**src/rtl/dram_lp_pkg.sv**
```systemverilog
package dram_lp_pkg;
  typedef enum logic [2:0] {
    S_RUN, S_CSTOP, S_DRAIN, S_SREF, S_XWAIT, S_XREF, S_XMRS
  } lp_state_e;

  localparam logic [1:0] MODE_CSTOP = 2'd1;
  localparam logic [1:0] MODE_SREF  = 2'd2;
endpackage

```
**src/rtl/dram_lp_idle_timer.sv**
```systemverilog
module dram_lp_idle_timer #(
  parameter int W = 8
) (
  input  logic         clk,
  input  logic         rst,
  input  logic         count_en,
  input  logic [W-1:0] limit,
  output logic         hit
);
  logic [W-1:0] cnt;

  // saturating count of consecutive qualifying idle cycles
  always_ff @(posedge clk) begin
    if (rst || !count_en) cnt <= '0;
    else if (cnt != {W{1'b1}}) cnt <= cnt + 1'b1;
  end

  assign hit = count_en && (cnt >= limit);
endmodule

```
**src/rtl/dram_lp_hold_timer.sv**
```systemverilog
module dram_lp_hold_timer #(
  parameter int W = 4
) (
  input  logic         clk,
  input  logic         rst,
  input  logic         run,
  input  logic [W-1:0] t_min,
  output logic         done
);
  localparam int CW = W + 1;
  logic [CW-1:0] cnt;

  // counts cycles spent in self-refresh; one extra bit so t_min+1 fits
  always_ff @(posedge clk) begin
    if (rst || !run) cnt <= '0;
    else if (cnt != {CW{1'b1}}) cnt <= cnt + 1'b1;
  end

  assign done = run && (cnt > {1'b0, t_min});
endmodule

```
**src/rtl/dram_lp_seq.sv**
```systemverilog
module dram_lp_seq
  import dram_lp_pkg::*;
#(
  parameter int TMR_W  = 8,
  parameter int CNT_W  = 4,
  parameter int TCKE_W = 4
) (
  input  logic              clk,
  input  logic              rst,
  input  logic              idle_i,
  input  logic              acc_req_i,
  input  logic [CNT_W-1:0]  rfsh_pend_i,
  input  logic              rfsh_urgent_i,
  input  logic [1:0]        lp_mode_i,
  input  logic [TMR_W-1:0]  cs_tim_i,
  input  logic [TMR_W-1:0]  sr_tim_i,
  input  logic [TCKE_W-1:0] t_cke_i,
  input  logic              dll_off_i,
  input  logic              is_ddr2_i,
  output logic              mclk_en_o,
  output logic              cke_o,
  output logic              ref_cmd_o,
  output logic              sr_cmd_o,
  output logic              mrs_cmd_o,
  output logic              ready_o
);
  lp_state_e        state, nxt;
  logic [1:0]       mode_q;
  logic             mode_ok, cnt_en, idle_hit, hold_done;
  logic             ref_n, sr_n, mrs_n;
  logic [TMR_W-1:0] limit;

  always_ff @(posedge clk) mode_q <= lp_mode_i;

  assign mode_ok = (lp_mode_i == MODE_CSTOP) || (lp_mode_i == MODE_SREF);
  assign cnt_en  = (state == S_RUN) && idle_i && !acc_req_i &&
                   (lp_mode_i == mode_q) && mode_ok;
  assign limit   = (lp_mode_i == MODE_SREF) ? sr_tim_i : cs_tim_i;

  dram_lp_idle_timer #(.W(TMR_W)) u_idle (
    .clk      (clk),
    .rst      (rst),
    .count_en (cnt_en),
    .limit    (limit),
    .hit      (idle_hit)
  );

  dram_lp_hold_timer #(.W(TCKE_W)) u_hold (
    .clk   (clk),
    .rst   (rst),
    .run   (state == S_SREF),
    .t_min (t_cke_i),
    .done  (hold_done)
  );

  always_comb begin
    nxt   = state;
    ref_n = 1'b0;
    sr_n  = 1'b0;
    mrs_n = 1'b0;
    case (state)
      S_RUN:   if (idle_hit) nxt = (lp_mode_i == MODE_SREF) ? S_DRAIN : S_CSTOP;
      S_CSTOP: if (acc_req_i || rfsh_urgent_i || lp_mode_i != MODE_CSTOP) nxt = S_RUN;
      S_DRAIN: begin
        // one refresh per two cycles so the backlog count can follow
        if (!ref_cmd_o) begin
          if (rfsh_pend_i != '0) ref_n = 1'b1;
          else begin
            sr_n = 1'b1;
            nxt  = S_SREF;
          end
        end
      end
      S_SREF:  if (hold_done && (acc_req_i || lp_mode_i != MODE_SREF)) nxt = S_XWAIT;
      S_XWAIT: begin
        ref_n = 1'b1;
        nxt   = S_XREF;
      end
      S_XREF: begin
        if (is_ddr2_i && dll_off_i) begin
          mrs_n = 1'b1;
          nxt   = S_XMRS;
        end else nxt = S_RUN;
      end
      S_XMRS:  nxt = S_RUN;
      default: nxt = S_RUN;
    endcase
  end

  always_ff @(posedge clk) begin
    if (rst) begin
      state     <= S_RUN;
      ready_o   <= 1'b1;
      mclk_en_o <= 1'b1;
      cke_o     <= 1'b1;
      ref_cmd_o <= 1'b0;
      sr_cmd_o  <= 1'b0;
      mrs_cmd_o <= 1'b0;
    end else begin
      state     <= nxt;
      ready_o   <= (nxt == S_RUN);
      mclk_en_o <= !((nxt == S_CSTOP) || (nxt == S_SREF));
      cke_o     <= (nxt != S_SREF);
      ref_cmd_o <= ref_n;
      sr_cmd_o  <= sr_n;
      mrs_cmd_o <= mrs_n;
    end
  end
endmodule

```
**config.mk**
```make
export PLATFORM = sky130hd
export DESIGN_NAME = dram_lp_seq
export DESIGN_NICKNAME = d
export VERILOG_FILES = /design/src/rtl/dram_lp_pkg.sv /design/src/rtl/dram_lp_idle_timer.sv /design/src/rtl/dram_lp_hold_timer.sv /design/src/rtl/dram_lp_seq.sv
export SDC_FILE = /design/constraint.sdc
export NUM_CORES = 1
export LEC_CHECK = 0
export BUFFER_PORTS_ARGS = -buffer_cell sky130_fd_sc_hd__buf_2
export CORE_MARGIN = 5
export CORE_UTILIZATION = 56
export DETAILED_ROUTE_END_ITERATION = 16
export GPL_ROUTABILITY_DRIVEN = 0
export PLACE_DENSITY = 0.84
export SLEW_MARGIN = 20
export SYNTH_ARGS = -nofsm -noshare
export SYNTH_HDL_FRONTEND = slang
export SYNTH_SLANG_ARGS = --single-unit
```
**constraint.sdc**
```tcl
create_clock -name clk -period 5.1 [get_ports clk]
set_input_delay 0.255 -clock clk [delete_from_list [all_inputs] [get_ports clk]]
set_output_delay 0.255 -clock clk [all_outputs]
set_load 0.01 [all_outputs]
```
### Yosys cells after proc, flatten, opt, wreduce, memory -nomap -nowiden

Cells that the tools add are included.

| operators by class | value |
|---|---|
| bitwise gates (word level) | 2 |
| reduce and logical (&&, ||, !) cells | 24 |
| muxes and demuxes | 14 |
| $lt $le $gt $ge | 2 |
| add/subtract/negate cells | 2 |
| eq/ne operators | 15 |

Operators by type and width:

| cell | count |
|---|---|
| two-way mux 3 bit | 6 |
| case mux 3 bit (6 select lines) | 1 |
| == test 3 x 2 -> 1 bit (second input constant) | 3 |
| adder 8 x 1 -> 8 bit (second input constant) | 1 |
| greater-or-equal comparator 8 bit | 1 |
| logical AND 1 bit | 8 |
| two-way mux 8 bit | 1 |
| inequality test 8 bit (second input constant) | 1 |
| logical OR 1 bit | 7 |
| == test 3 x 1 -> 1 bit (second input constant) | 2 |
| == test 3 bit (second input constant) | 2 |
| zero test 3 bit | 2 |
| adder 5 x 1 -> 5 bit (second input constant) | 1 |
| > comparator 5 x 4 -> 1 bit | 1 |
| inequality test 5 bit (second input constant) | 1 |
| zero test 1 bit | 4 |
| two-way mux 1 bit | 4 |
| nonzero test 4 bit | 1 |
| inequality test 3 x 2 -> 1 bit (second input constant) | 1 |
| OR reduction 3 bit | 1 |
| == test 2 x 1 -> 1 bit (second input constant) | 1 |
| == test 2 bit | 1 |
| == test 2 bit (second input constant) | 1 |
| two-way mux 2 bit | 1 |
| 5 further kinds | 6 |

| storage, ports and cells | value |
|---|---|
| input port bits | 33 |
| register bits after elaboration | 24 |
| word-level logic and storage cells | 69 |

### Logic depth before layout (Yosys ltp)

Gate-level depths: netlist (run 1).

| logic depth | value |
|---|---|
| depth in word-level cells | 11 |
| depth in mapped cells | 10 |
| depth with buffers taken out | 9 |

### By module

Synthesis (run 1) repeated with hierarchy kept, for this count alone.

| unflattened totals | value |
|---|---|
| cells, all modules | 170 |
| area total of the unflattened synthesis | 1559.0 sq um |

By module, submodules not included:

| module | seq. area each (sq um) | area an instance (sq um) | instances | cells an instance |
|---|---|---|---|---|
| dram_lp_seq | 220.2 | 661.9 | 1 | 64 |
| dram_lp_idle_timer | 160.2 | 575.6 | 1 | 71 |
| dram_lp_hold_timer | 100.1 | 321.6 | 1 | 35 |

### Least setup slack after synthesis (run 1)

Ideal clock, no wire load.

| timing | value |
|---|---|
| path type | input to register |
| from | in lp_mode_i[0] |
| to | reg state[1] |
| arrival time | 1.978 ns |
| required time | 5.026 ns |
| library setup time | 0.074 ns |
| buffers on the path | 1 |
| slack | 3.048 ns |
| stages | 10 |
| path through | inv_1 -> ha_1 -> buf_2 -> mux2_2 -> ha_1 -> nor3b_1 -> o21ai_0 -> a21oi_1 -> or3_1 -> a31oi_1 |

| on the way | value |
|---|---|
| cells in the longest elaborated chain, start to end | 6 |
| elaborated cells on any way between the ends | 19 |

Ends and longest elaborated chain:

| what | line | RTL |
|---|---|---|
| start, declared | dram_lp_seq.sv:14 | `input logic [1:0] lp_mode_i,` |
| == test 2 bit (tied with other cells) | dram_lp_seq.sv:35, dram_lp_seq.sv:38, dram_lp_seq.sv:62 |  |
| two-way mux 8 bit (tied with other cells) | dram_lp_seq.sv:38 | `assign limit = (lp_mode_i == MODE_SREF) ? sr_tim_i : cs_tim_i;` |
| greater-or-equal comparator 8 bit / logical AND 1 bit (equally long branches) | dram_lp_idle_timer.sv:18, dram_lp_seq.sv:37 |  |
| logical AND 1 bit | dram_lp_idle_timer.sv:18 | `assign hit = count_en && (cnt >= limit);` |
| two-way mux 3 bit | dram_lp_seq.sv:62 | `S_RUN: if (idle_hit) nxt = (lp_mode_i == MODE_SREF) ? S_DRAIN : S_CSTOP;` |
| case mux 3 bit (6 select lines) * | dram_lp_seq.sv:61 | `case (state)` |
| end signal, assigned | dram_lp_seq.sv:100 | `state <= nxt;` |
| end, declared | dram_lp_seq.sv:27 | `lp_state_e state, nxt;` |

Mark *: on every way between the ends. The rest lies on a longest branch, timed or not.
A chain may end at the register's enable or synchronous reset.

### Worst setup path after layout (run 1)

| timing | value |
|---|---|
| from | in lp_mode_i[0] |
| to | reg mclk_en_o |

| on the way | value |
|---|---|
| cells in the longest elaborated chain, start to end | 9 |
| elaborated cells on any way between the ends | 23 |

Ends and longest elaborated chain:

| what | line | RTL |
|---|---|---|
| == test 2 bit (tied with other cells) | dram_lp_seq.sv:35, dram_lp_seq.sv:38, dram_lp_seq.sv:62 |  |
| two-way mux 8 bit (tied with other cells) | dram_lp_seq.sv:38 |  |
| greater-or-equal comparator 8 bit / logical AND 1 bit (equally long branches) | dram_lp_idle_timer.sv:18, dram_lp_seq.sv:37 |  |
| logical AND 1 bit | dram_lp_idle_timer.sv:18 |  |
| two-way mux 3 bit | dram_lp_seq.sv:62 |  |
| case mux 3 bit (6 select lines) * | dram_lp_seq.sv:61 |  |
| == test 3 x 1 -> 1 bit / == test 3 x 2 -> 1 bit (equally long branches) | dram_lp_seq.sv:102 | `mclk_en_o <= !((nxt == S_CSTOP) \|\| (nxt == S_SREF));` |
| logical OR 1 bit * | dram_lp_seq.sv:102 |  |
| zero test 1 bit * | dram_lp_seq.sv:102 |  |
| end signal, assigned | dram_lp_seq.sv:102 |  |
| end, declared | dram_lp_seq.sv:20 | `output logic mclk_en_o,` |

Marks and branches as above.

==> reports/qor.txt, run 1 <==
Total Die Area = 3700 sq um
Clock buffer count from CTS = 3
Largest net degree at the start of global routing = 14
Status = finished clean
Via count of the first global-routing pass = 1255
Total routing usage reported by global routing = 17.8%
Int Pwr = 252 uW
Minimum period implied by the final worst setup slack = 2.15 ns
Number of placed I/O pins = 39
CP endpoint kind = register
Post-CTS repair timing setup buffer count = 0
Cell Area, Placed = 1660 sq um
Count of final max-slew check failures = 0
Buffers added on ports = 38
Total wire length after detailed routing = 3030 microns
Vertical extent of the die = 60.9 microns
Total congestion overflow = 0
Total power density per cell area = 194 nW/um^2
Gate power share = 11.1%
Root buffer cell = sky130_fd_sc_hd__clkbuf_4
Most used cells in the layout excluding fill and tap cells = 38 x sky130_fd_sc_hd__buf_2, 24 x sky130_fd_sc_hd__dfxtp_1, 18 x sky130_fd_sc_hd__nor2_1
Max-cap violation count = 0
Clock insertion delay at the later pin of the skew report = 0.32 ns
Synth warn = 0
Initial Utilization = 58.5%
Fraction of the cycle the final worst path needs = 42.2%
Worst Path Max Fanout = 10
Post-Syn Nets = 210
Layout Cell Area excl Fill = 1690 sq um
DR vias/cell = 5.62
Share of total power in the clock network = 31.4%
Final setup vio count = 0
Routed vias = 1287
Type of the worst min-delay path = primary input to register
Unrepaired setup endpoints after global routing = false
Pre-antenna DRT Iters = 6
Wire length of the first global-routing pass = 4990 microns
Avg Inst Size Synth = 9.06 sq um
Critical Path RT = 5.35 ns
Die X-Extent = 60.9 microns
Clock edge transition at the registers on the reported setup and hold paths = 0.13 ns
Number of rows created at floorplan = 18
Arrival time of data at the critical path endpoint = 2.41 ns
Total placed cells including tap cells = 225
Ant diodes = 0
Residual DRC = 0
Netlist area before placement = 1450 sq um
Clock sink total = 24
Initial antenna violation count = 0
Final Hold Violating Endpoints = 0
Gate count of the mapped netlist = 160
Final instance count without filler cells = 229
Net count reported at finish = 250
Total net switching power = 76.4 uW
DP Wirelength = 2480 microns
Least-Margin Pin Slew = 0.547 ns
Kind of critical path = primary input to register
Flip-flop and latch count after synthesis = 24
Number of resized instances in the post-cts repair step = 0
Post-detailed-route wirelength per cell = 13.2 microns
Register-to-register path setup slack = 3.44 ns
Summed negative setup slack over all endpoints = 0 ns
Count of hold buffers inserted by post-cts repair = 0
Most common library cell in the layout ignoring fill and taps = sky130_fd_sc_hd__buf_2
Fraction of layout cells with a size suffix above 1 = 23.6%
Share of the yosys chip area belonging to registers = 33.2%
Sequential cell fraction of total power = 57.6%
Clock tree from TritonCTS = yes
Highest achievable clock rate = 465 MHz
Count of H-tree levels built during CTS = 1
Cell variety after synth = 38
Critical path launch point type = primary input
Relative slew slack = 63.6%
Peak VDD IR = 0.000133 V
Static leakage = 0.000754 uW
Maximum count of clock buffers along a single path = 2
Final antenna-violating net count = 0
Area of the core = 2480 sq um
Violation count after the first detailed-routing iteration = 40
Switching share of power = 23.3%
Worst Skew = 0.00177 ns
Layout Area Growth over Synthesis = 16.8%
## cell type report
cell class                      count  area, sq um
Multi-Input combinational cell    123          911
Tap cell                           30         37.5
Fill cell                         202          785
Clock buffer                        4         36.3
Sequential cell                    24          480
Timing Repair Buffer               38          190
Inverter                           10         37.5
## metal layers
layer | track usage (%) | part of all wire, % | vias up
li1 | - | - | 652
met1 | 22.2 | 43 | 590
met2 | 29.5 | 49 | 38
met3 | 3.19 | 5.5 | 7
met4 | 8.98 | 2.4 | 0
met5 | 0 | 0 | -
## Yosys cell counts
cell type	number	area, sq um
sky130_fd_sc_hd__nor3b_1	1	7.51
sky130_fd_sc_hd__a311oi_2	1	15.0
sky130_fd_sc_hd__buf_6	1	11.3
sky130_fd_sc_hd__nand4_1	4	25.0
sky130_fd_sc_hd__nand4b_1	2	17.5
sky130_fd_sc_hd__dfxtp_1	24	480
sky130_fd_sc_hd__a21o_1	4	30.0
sky130_fd_sc_hd__o2111ai_1	2	17.5
sky130_fd_sc_hd__nor2b_1	4	25.0
sky130_fd_sc_hd__nor4_1	2	12.5
sky130_fd_sc_hd__a21oi_1	7	35.0
sky130_fd_sc_hd__o31a_1	1	8.76
sky130_fd_sc_hd__xnor2_1	4	35.0
sky130_fd_sc_hd__nand2b_1	4	25.0
sky130_fd_sc_hd__or3_1	2	12.5
sky130_fd_sc_hd__a211oi_1	1	7.51
sky130_fd_sc_hd__buf_2	1	5.00
sky130_fd_sc_hd__o211ai_1	2	15.0
sky130_fd_sc_hd__or2_1	2	12.5
sky130_fd_sc_hd__inv_1	10	37.5
sky130_fd_sc_hd__mux2_2	1	11.3
sky130_fd_sc_hd__mux2i_1	10	100
sky130_fd_sc_hd__a211oi_2	2	25.0
sky130_fd_sc_hd__a31oi_1	1	6.26
sky130_fd_sc_hd__and3_1	2	12.5
sky130_fd_sc_hd__o21ai_0	4	20.0
sky130_fd_sc_hd__xor2_1	5	43.8
sky130_fd_sc_hd__nor3_1	4	20.0
sky130_fd_sc_hd__o22ai_1	1	6.26
sky130_fd_sc_hd__nor4b_2	1	15.0
sky130_fd_sc_hd__nand3_1	4	20.0
sky130_fd_sc_hd__and2_1	1	6.26
sky130_fd_sc_hd__nor2_1	18	67.6
sky130_fd_sc_hd__nand2_1	7	26.3
sky130_fd_sc_hd__o21a_1	1	7.51
sky130_fd_sc_hd__clkbuf_1	1	3.75
sky130_fd_sc_hd__and4_1	1	8.76
sky130_fd_sc_hd__ha_1	17	213
## power by group through the flow
stage               Sequential [uW]  Clock (uW)  Combinational (uW)
floorplan                       193           0                19.4
global placement                193           0                34.2
detailed placement              193           0                36.3
CTS                             189         107                36.6
global route                    189         117                41.0
finish                          189         103                36.3
## path summary, 6_finish.rpt
check / startpoint / to / cells past startpoint
worst min register to register: u_idle.cnt[6] / u_idle.cnt[6] / 2
worst min-delay path: lp_mode_i[0] / mode_q[0] / 1
worst max register to register: u_hold.cnt[0] / mclk_en_o / 7
worst max-delay path: lp_mode_i[0] / mclk_en_o / 10
## kinds of logic after synthesis
family	Yosys count	synth area share (%)
and+or+nand+nor	59	21.7
AOI/OAI and AO/OA	27	13.4
DFF	24	33.2
adders and majority gates	17	14.7
buffers and inverters	13	3.97
muxes	11	7.69
xor gates and xnor gates	9	5.44
## flip-flops by register name, indices dropped and copies added (netlist names)
register / cells
state: 3
ready_o: 1
sr_cmd_o: 1
ref_cmd_o: 1
mrs_cmd_o: 1
u_idle.cnt: 8
mclk_en_o: 1
cke_o: 1
u_hold.cnt: 5
mode_q: 2
## per-stage QoR
stage / util, % / setup WS [ns] / hold WS, ns / power (uW)
final: 68.3 / 2.95 / 0.0722 / 328
after global routing: 68.3 / 2.75 / 0.0619 / 348
after CTS: 68.3 / 2.94 / 0.0648 / 332
after detailed placement: 66.9 / 2.60 / 0.416 / 229
after global placement: 66.9 / 2.68 / 0.407 / 227
after floorplan: - / 3.05 / 0.283 / 212
## worst max-delay path, cell delays in order
cell                        delay [ns]
sky130_fd_sc_hd__buf_2            0.12
sky130_fd_sc_hd__inv_1            0.06
sky130_fd_sc_hd__ha_1             0.50
sky130_fd_sc_hd__mux2_2           0.40
sky130_fd_sc_hd__ha_1             0.27
sky130_fd_sc_hd__nor3b_1          0.17
sky130_fd_sc_hd__o21ai_0          0.11
sky130_fd_sc_hd__a21oi_1          0.23
sky130_fd_sc_hd__nor3_1           0.09
sky130_fd_sc_hd__o2111ai_1        0.21
No activity file was read; power rests on OpenSTA's default activity.
==> inputs of run 2 (changes only) <==
--- a/config.mk
+++ b/config.mk
@@ -7,10 +7,10 @@
 export LEC_CHECK = 0
 export BUFFER_PORTS_ARGS = -buffer_cell sky130_fd_sc_hd__buf_2
 export CORE_MARGIN = 5
-export CORE_UTILIZATION = 56
+export CORE_UTILIZATION = 47
 export DETAILED_ROUTE_END_ITERATION = 16
 export GPL_ROUTABILITY_DRIVEN = 0
-export PLACE_DENSITY = 0.84
+export PLACE_DENSITY = 0.75
 export SLEW_MARGIN = 20
 export SYNTH_ARGS = -nofsm -noshare
 export SYNTH_HDL_FRONTEND = slang
==> constraint.sdc (replaced) <==
create_clock -name clk -period 1.8 [get_ports clk]
set_input_delay 0.09 -clock clk [delete_from_list [all_inputs] [get_ports clk]]
set_output_delay 0.09 -clock clk [all_outputs]
set_load 0.01 [all_outputs]
==> reports/qor.txt, run 2 (synthesis gave the netlist of run 1 again) <==
Residual DRC = 0 (unchanged)
Vertical extent of the die = 65.5 microns (+7.6%)
Total routing usage reported by global routing = 15.6% (-2.3 points)
Max stage delay on crit path = 0.33 ns (-0.17 ns)
Most common library cell in the layout ignoring fill and taps = sky130_fd_sc_hd__buf_2
Clock insertion delay at the later pin of the skew report = 0.32 ns (about the same)
Worst Path Max Fanout = 6 (-4)
Clock sink total = 24 (unchanged)
Cell breakdown of the critical path = buf_2 -> inv_1 -> ha_2 -> buf_4 -> mux2i_2 -> ha_1 -> nand2_2 -> nor3_2 -> a21oi_2 -> or3_1 -> a31oi_1
Count of final max-slew check failures = 0 (unchanged)
CP max stage cell = sky130_fd_sc_hd__ha_1
Final antenna-violating net count = 0 (unchanged)
Busiest grt layer = met2
DP Wirelength = 2590 microns (+4.7%)
Final setup vio count = 0 (unchanged)
Worst Skew = 0.00441 ns (+0.00264 ns)
Via count of the first global-routing pass = 1299 (+3.5%)
Met1 usage = 16.9% (-5.3 points)
Initial Utilization = 48.3% (-10 points)
Layout Area Growth over Synthesis = 23.7%
Critical path launch point type = primary input
Overall power of the completed layout = 1050 uW (+220%)
Ant diodes = 0 (unchanged)
Kind of critical path = primary input to register
Top reg by flops = u_idle.cnt
Relative slew slack = 75.5% (+12 points)
Post-detailed-route wirelength per cell = 13.4 microns (+1.1%)
Largest net degree at the start of global routing = 15 (+1)
Final instance count without filler cells = 239 (+4.4%)
Clock tree from TritonCTS = yes
Critical Path RT = 2.05 ns (-3.30 ns)
Count of H-tree levels built during CTS = 1 (unchanged)
Number of placed I/O pins = 39 (unchanged)
Worst slack on hold paths = 0.0247 ns (-0.0474 ns)
Clock buffer count from CTS = 3 (unchanged)
Status = finished clean
Total Die Area = 4290 sq um (+16%)
Static leakage = 0.000794 uW (+5.4%)
Wire length of the first global-routing pass = 5290 microns (+6.1%)
Root buffer cell = sky130_fd_sc_hd__clkbuf_4
Routed vias = 1293 (+0.47%)
Largest registers ranked by flip-flop count = u_idle.cnt (8), u_hold.cnt (5), state (3)
Peak VDD IR = 0.000342 V (+160%)
Number of rows created at floorplan = 20 (+2)
Buffers added on ports = 38 (unchanged)
Setup slack after placement = -0.213 ns (-2.81 ns)
Least-Margin Pin Slew = 0.368 ns (-0.179 ns)
Total placed cells including tap cells = 233 (+3.6%)
Minimum period implied by the final worst setup slack = 1.67 ns
Pre-antenna DRT Iters = 4 (-2)
Global routing usage on met2 = 27.9% (-1.5 points)
Die X-Extent = 65.5 microns (+7.6%)
Fraction of the cycle the final worst path needs = 92.9%
Flip-flop count of the largest register, all copies and words added = 8 (unchanged)
Clock edge transition at the registers on the reported setup and hold paths = 0.14 ns (about the same)
Area of the core = 3000 sq um (+21%)
DR vias/cell = 5.41 (-3.7%)
Total wire length after detailed routing = 3200 microns (+5.5%)
Total congestion overflow = 0 (unchanged)
Max-cap violation count = 0 (unchanged)
Unrepaired setup endpoints after global routing = false
Type of the worst min-delay path = primary input to register
Arrival time of data at the critical path endpoint = 1.92 ns (-0.49 ns)
Net count reported at finish = 257 (+2.8%)
Maximum count of clock buffers along a single path = 2 (unchanged)
Fraction of layout cells with a size suffix above 1 = 28.2% (+4.5 points)
Total power density per cell area = 586 nW/um^2 (+200%)
Final Hold Violating Endpoints = 0 (unchanged)
Fill count = 270 (+34%)
Initial antenna violation count = 0 (unchanged)
Sum of buffers and inverters on the critical path = 3 (+1)
Most used cells in the layout excluding fill and tap cells = 38 x sky130_fd_sc_hd__buf_2, 24 x sky130_fd_sc_hd__dfxtp_1, 18 x sky130_fd_sc_hd__nor2_1
CP endpoint kind = register
Highest achievable clock rate = 598 MHz
Worst setup slack after layout = 0.128 ns (-2.82 ns)
Kind of cell with the highest combined delay on the critical path = simple AND/OR/NAND/NOR gates
Met3 track demand over resource in global routing = 4.10% (+0.91 points)
Violation count after the first detailed-routing iteration = 63 (+57%)
run 2: power by group:
part	switching [uW]	internal, uW	total [uW]
clock	168	225	393
sequential	1.40	534	535
combinational	54.6	66.7	121
run 2: path summary, 6_finish.rpt:
check	startpoint	to	slack [ns]	depth (start not counted)
max	lp_mode_i[0]	state[1]	0.13	11
min	rst	mrs_cmd_o	0.02	2
max reg2reg	u_idle.cnt[5]	state[1]	0.16	6
min reg2reg	u_idle.cnt[6]	u_idle.cnt[6]	0.52	2
run 2: per-stage QoR:
step / util (%) / setup TNS [ns] / area [sq um]
global route: 59.7 / 0 / 1790
floorplan: - / 0 / 1460
finish: 59.7 / 0 / 1790
CTS: 59.0 / 0 / 1770
global placement: 56.5 / -0.274 / 1700
detailed placement: 56.5 / -0.492 / 1700
run 2: timing repair:
item | in CTS | in global routing
hold buffers | 2 | 0
setup endpoints to repair | 0 | 4
setup buffers | 0 | 0
hold endpoints to repair | 2 | 0
gates resized for setup | 0 | 7
run 2: metal layers:
| layer | part of all wire (%) | wire length [microns] | vias up |
|---|---|---|---|
| met5 | 0 | 0 | - |
| met4 | 2.3 | 75 | 0 |
| met3 | 6.5 | 209 | 8 |
| met2 | 49 | 1580 | 38 |
| met1 | 42 | 1330 | 583 |
| li1 | - | - | 664 |
run 2: layout make-up:
| type | count | area, sq um | share of cell area, % |
|---|---|---|---|
| Clock buffer | 3 | 22.5 | 1.26 |
| Timing Repair Buffer | 45 | 248 | 13.8 |
| Multi-Input combinational cell | 123 | 932 | 52.0 |
| Tap cell | 33 | 41.3 | 2.30 |
| Sequential cell | 24 | 480 | 26.8 |
| Clock inverter | 1 | 30.0 | 1.68 |
| Inverter | 10 | 37.5 | 2.09 |
==> inputs of run 3 (changes only) <==
--- a/config.mk
+++ b/config.mk
@@ -6,11 +6,13 @@
 export NUM_CORES = 1
 export LEC_CHECK = 0
 export BUFFER_PORTS_ARGS = -buffer_cell sky130_fd_sc_hd__buf_2
+export CORE_ASPECT_RATIO = 1.25
 export CORE_MARGIN = 5
 export CORE_UTILIZATION = 47
 export DETAILED_ROUTE_END_ITERATION = 16
 export GPL_ROUTABILITY_DRIVEN = 0
 export PLACE_DENSITY = 0.75
+export RECOVER_POWER = 50
 export SLEW_MARGIN = 20
 export SYNTH_ARGS = -nofsm -noshare
 export SYNTH_HDL_FRONTEND = slang
==> reports/qor.txt, run 3 (synthesis gave the netlist of run 1 again) <==
Fraction of the cycle the final worst path needs = 92.5% (-0.46 points)
Worst r2r dst = mclk_en_o
Residual DRC = 0 (unchanged)
Fraction of layout cells with a size suffix above 1 = 22.2% (-5.9 points)
Most common library cell in the layout ignoring fill and taps = sky130_fd_sc_hd__buf_2
Total routing usage reported by global routing = 16.4% (+0.80 points)
Utilization after layout = 60.5% (+0.78 points)
Critical path destination = mclk_en_o
Most used cells in the layout excluding fill and tap cells = 32 x sky130_fd_sc_hd__buf_2, 23 x sky130_fd_sc_hd__dfxtp_1, 18 x sky130_fd_sc_hd__nor2_1
Critical register-to-register path startpoint = u_hold.cnt[1]
Root buffer cell = sky130_fd_sc_hd__clkbuf_4
Layout Area Growth over Synthesis = 22.9%
DP Wirelength = 2620 microns (+0.90%)
Register-to-register path setup slack = 0.14 ns (-0.02 ns)
Buffers added on ports = 38 (unchanged)
Reg2reg path depth = 6 (unchanged)
Area of the core = 2950 sq um (-1.9%)
Status = finished clean
Gate power share = 11.0% (-0.6 points)
Final setup vio count = 0 (unchanged)
Total congestion overflow = 0 (unchanged)
Least-Margin Pin Slew = 0.386 ns (+0.0181 ns)
Violation count after the first detailed-routing iteration = 27 (-57%)
CP endpoint kind = register
Final instance count without filler cells = 243 (+1.7%)
Flip-flop count of the largest register, all copies and words added = 8 (unchanged)
Met1 usage = 17.0% (+0.066 points)
Clock buffer count from CTS = 3 (unchanged)
Count of H-tree levels built during CTS = 1 (unchanged)
Type of the worst min-delay path = primary input to register
Top reg by flops = u_idle.cnt
Total net switching power = 222 uW (-0.92%)
Pre-antenna DRT Iters = 4 (unchanged)
Final Hold Violating Endpoints = 0 (unchanged)
Number of placed I/O pins = 39 (unchanged)
Initial antenna violation count = 0 (unchanged)
Clock insertion delay at the later pin of the skew report = 0.33 ns (about the same)
Crit path launch = u_hold.cnt[1]
Relative slew slack = 74.0% (-1.4 points)
Global routing usage on met2 = 29.4% (+1.5 points)
Initial Utilization = 49.2% (+0.94 points)
Critical path launch point type = register
Largest registers ranked by flip-flop count = u_idle.cnt (8), u_hold.cnt (5), state (3)
Ant diodes = 0 (unchanged)
Total placed cells including tap cells = 237 (+1.7%)
Clock tree from TritonCTS = yes
Static leakage = 0.000779 uW (-1.9%)
Highest achievable clock rate = 601 MHz (+0.50%)
Worst Skew = 0.0109 ns (+0.00647 ns)
Vertical extent of the die = 72.1 microns (+10%)
Kind of critical path = register to register
Unrepaired setup endpoints after global routing = false
Busiest grt layer = met2
Max-cap violation count = 0 (unchanged)
Clock sink total = 24 (unchanged)
Critical Path RT = 2.00 ns (-0.05 ns)
Total Die Area = 4300 sq um (+0.17%)
Number of rows created at floorplan = 22 (+10%)
Met3 track demand over resource in global routing = 4.27% (+0.17 points)
Peak VDD IR = 0.000338 V (-1.4%)
Post-detailed-route wirelength per cell = 13.2 microns (-1.0%)
Total wire length after detailed routing = 3220 microns (+0.63%)
Routed vias = 1308 (+1.2%)
Final antenna-violating net count = 0 (unchanged)
DR vias/cell = 5.38 (-0.51%)
Die X-Extent = 59.7 microns (-8.9%)
Sequential cell fraction of total power = 51.2% (+0.2 points)
Largest net degree at the start of global routing = 15 (unchanged)
Worst Path Max Fanout = 4 (-2)
Int Pwr = 823 uW (-0.35%)
Total power density per cell area = 587 nW/um^2 (+0.16%)
Net count reported at finish = 258 (+0.39%)
Count of final max-slew check failures = 0 (unchanged)
Wire length of the first global-routing pass = 5490 microns (+3.8%)
Combined area of the multi-input logic cells = 911 sq um (-2.3%)
Fill count = 268 (-0.74%)
Minimum period implied by the final worst setup slack = 1.66 ns (-0.00832 ns)
Switching share of power = 21.3% (-0.097 points)
Share of total power in the clock network = 37.8% (+0.3 points)
Clock edge transition at the registers on the reported setup and hold paths = 0.14 ns (about the same)
Flip-flop and latch area = 482 sq um (+0.26%)
Maximum count of clock buffers along a single path = 2 (unchanged)
Arrival time of data at the critical path endpoint = 1.86 ns (-0.06 ns)
Via count of the first global-routing pass = 1353 (+4.2%)
==> run 3: how the worst min path moves through the flow <==
| stage | from | end | cells after the start |
|---|---|---|---|
| final | rst | mrs_cmd_o | 2 |
| after global routing | rst | mrs_cmd_o | 2 |
| after CTS | rst | mrs_cmd_o | 2 |
| after detailed placement | lp_mode_i[0] | mode_q[0] | 2 |
| after global placement | lp_mode_i[0] | mode_q[0] | 2 |
| after floorplan | lp_mode_i[0] | mode_q[0] | 0 |
==> run 3: metrics by stage <==
step                      TNS [ns]  setup WS, ns  cell area (sq um)  hold slack (ns)  total power [uW]
after floorplan                  0        0.0217               1460            0.118               604
after global placement      -0.300        -0.107               1720            0.320               654
after detailed placement    -0.593        -0.180               1720            0.327               661
after CTS                        0         0.154               1790          0.00932              1050
after global routing             0       0.00728               1780           0.0152              1100
final                            0         0.136               1780           0.0228              1050
==> run 3: metal layers <==
metal	vias to the layer above	wire length (microns)	part of all wire (%)
met5	-	0	0
met4	0	52	1.6
met3	7	246	7.7
met2	36	1670	52
met1	600	1240	39
li1	665	-	-
==> run 3: final cells by class <==
type | instances | area share (%)
Inverter | 10 | 2.11
Timing Repair Buffer | 46 | 14.2
Sequential cell | 24 | 27.1
Multi-Input combinational cell | 123 | 51.2
Clock inverter | 1 | 1.69
Clock buffer | 3 | 1.26
Tap cell | 36 | 2.53
==> run 3: what timing repair did <==
action	in CTS	in global routing
hold buffers	2	0
endpoints found under the setup margin	0	1
setup buffers	0	0
hold endpoints to repair	2	0
resized for setup	0	1
==> run 3: worst max-delay path, cell delays in order, from the launching register on <==
cell,delay (ns)
sky130_fd_sc_hd__dfxtp_1,0.42
sky130_fd_sc_hd__ha_1,0.27
sky130_fd_sc_hd__nor2b_1,0.13
sky130_fd_sc_hd__o211ai_1,0.16
sky130_fd_sc_hd__a21oi_1,0.14
sky130_fd_sc_hd__o211ai_1,0.25
sky130_fd_sc_hd__o2111ai_1,0.16
==> run 3: power by group through the flow <==
stage | logic, uW | registers [uW] | clock network [uW]
after floorplan | 57.1 | 547 | 0
after global placement | 107 | 547 | 0
after detailed placement | 114 | 547 | 0
after CTS | 118 | 536 | 399
after global routing | 130 | 536 | 429
final | 115 | 536 | 395
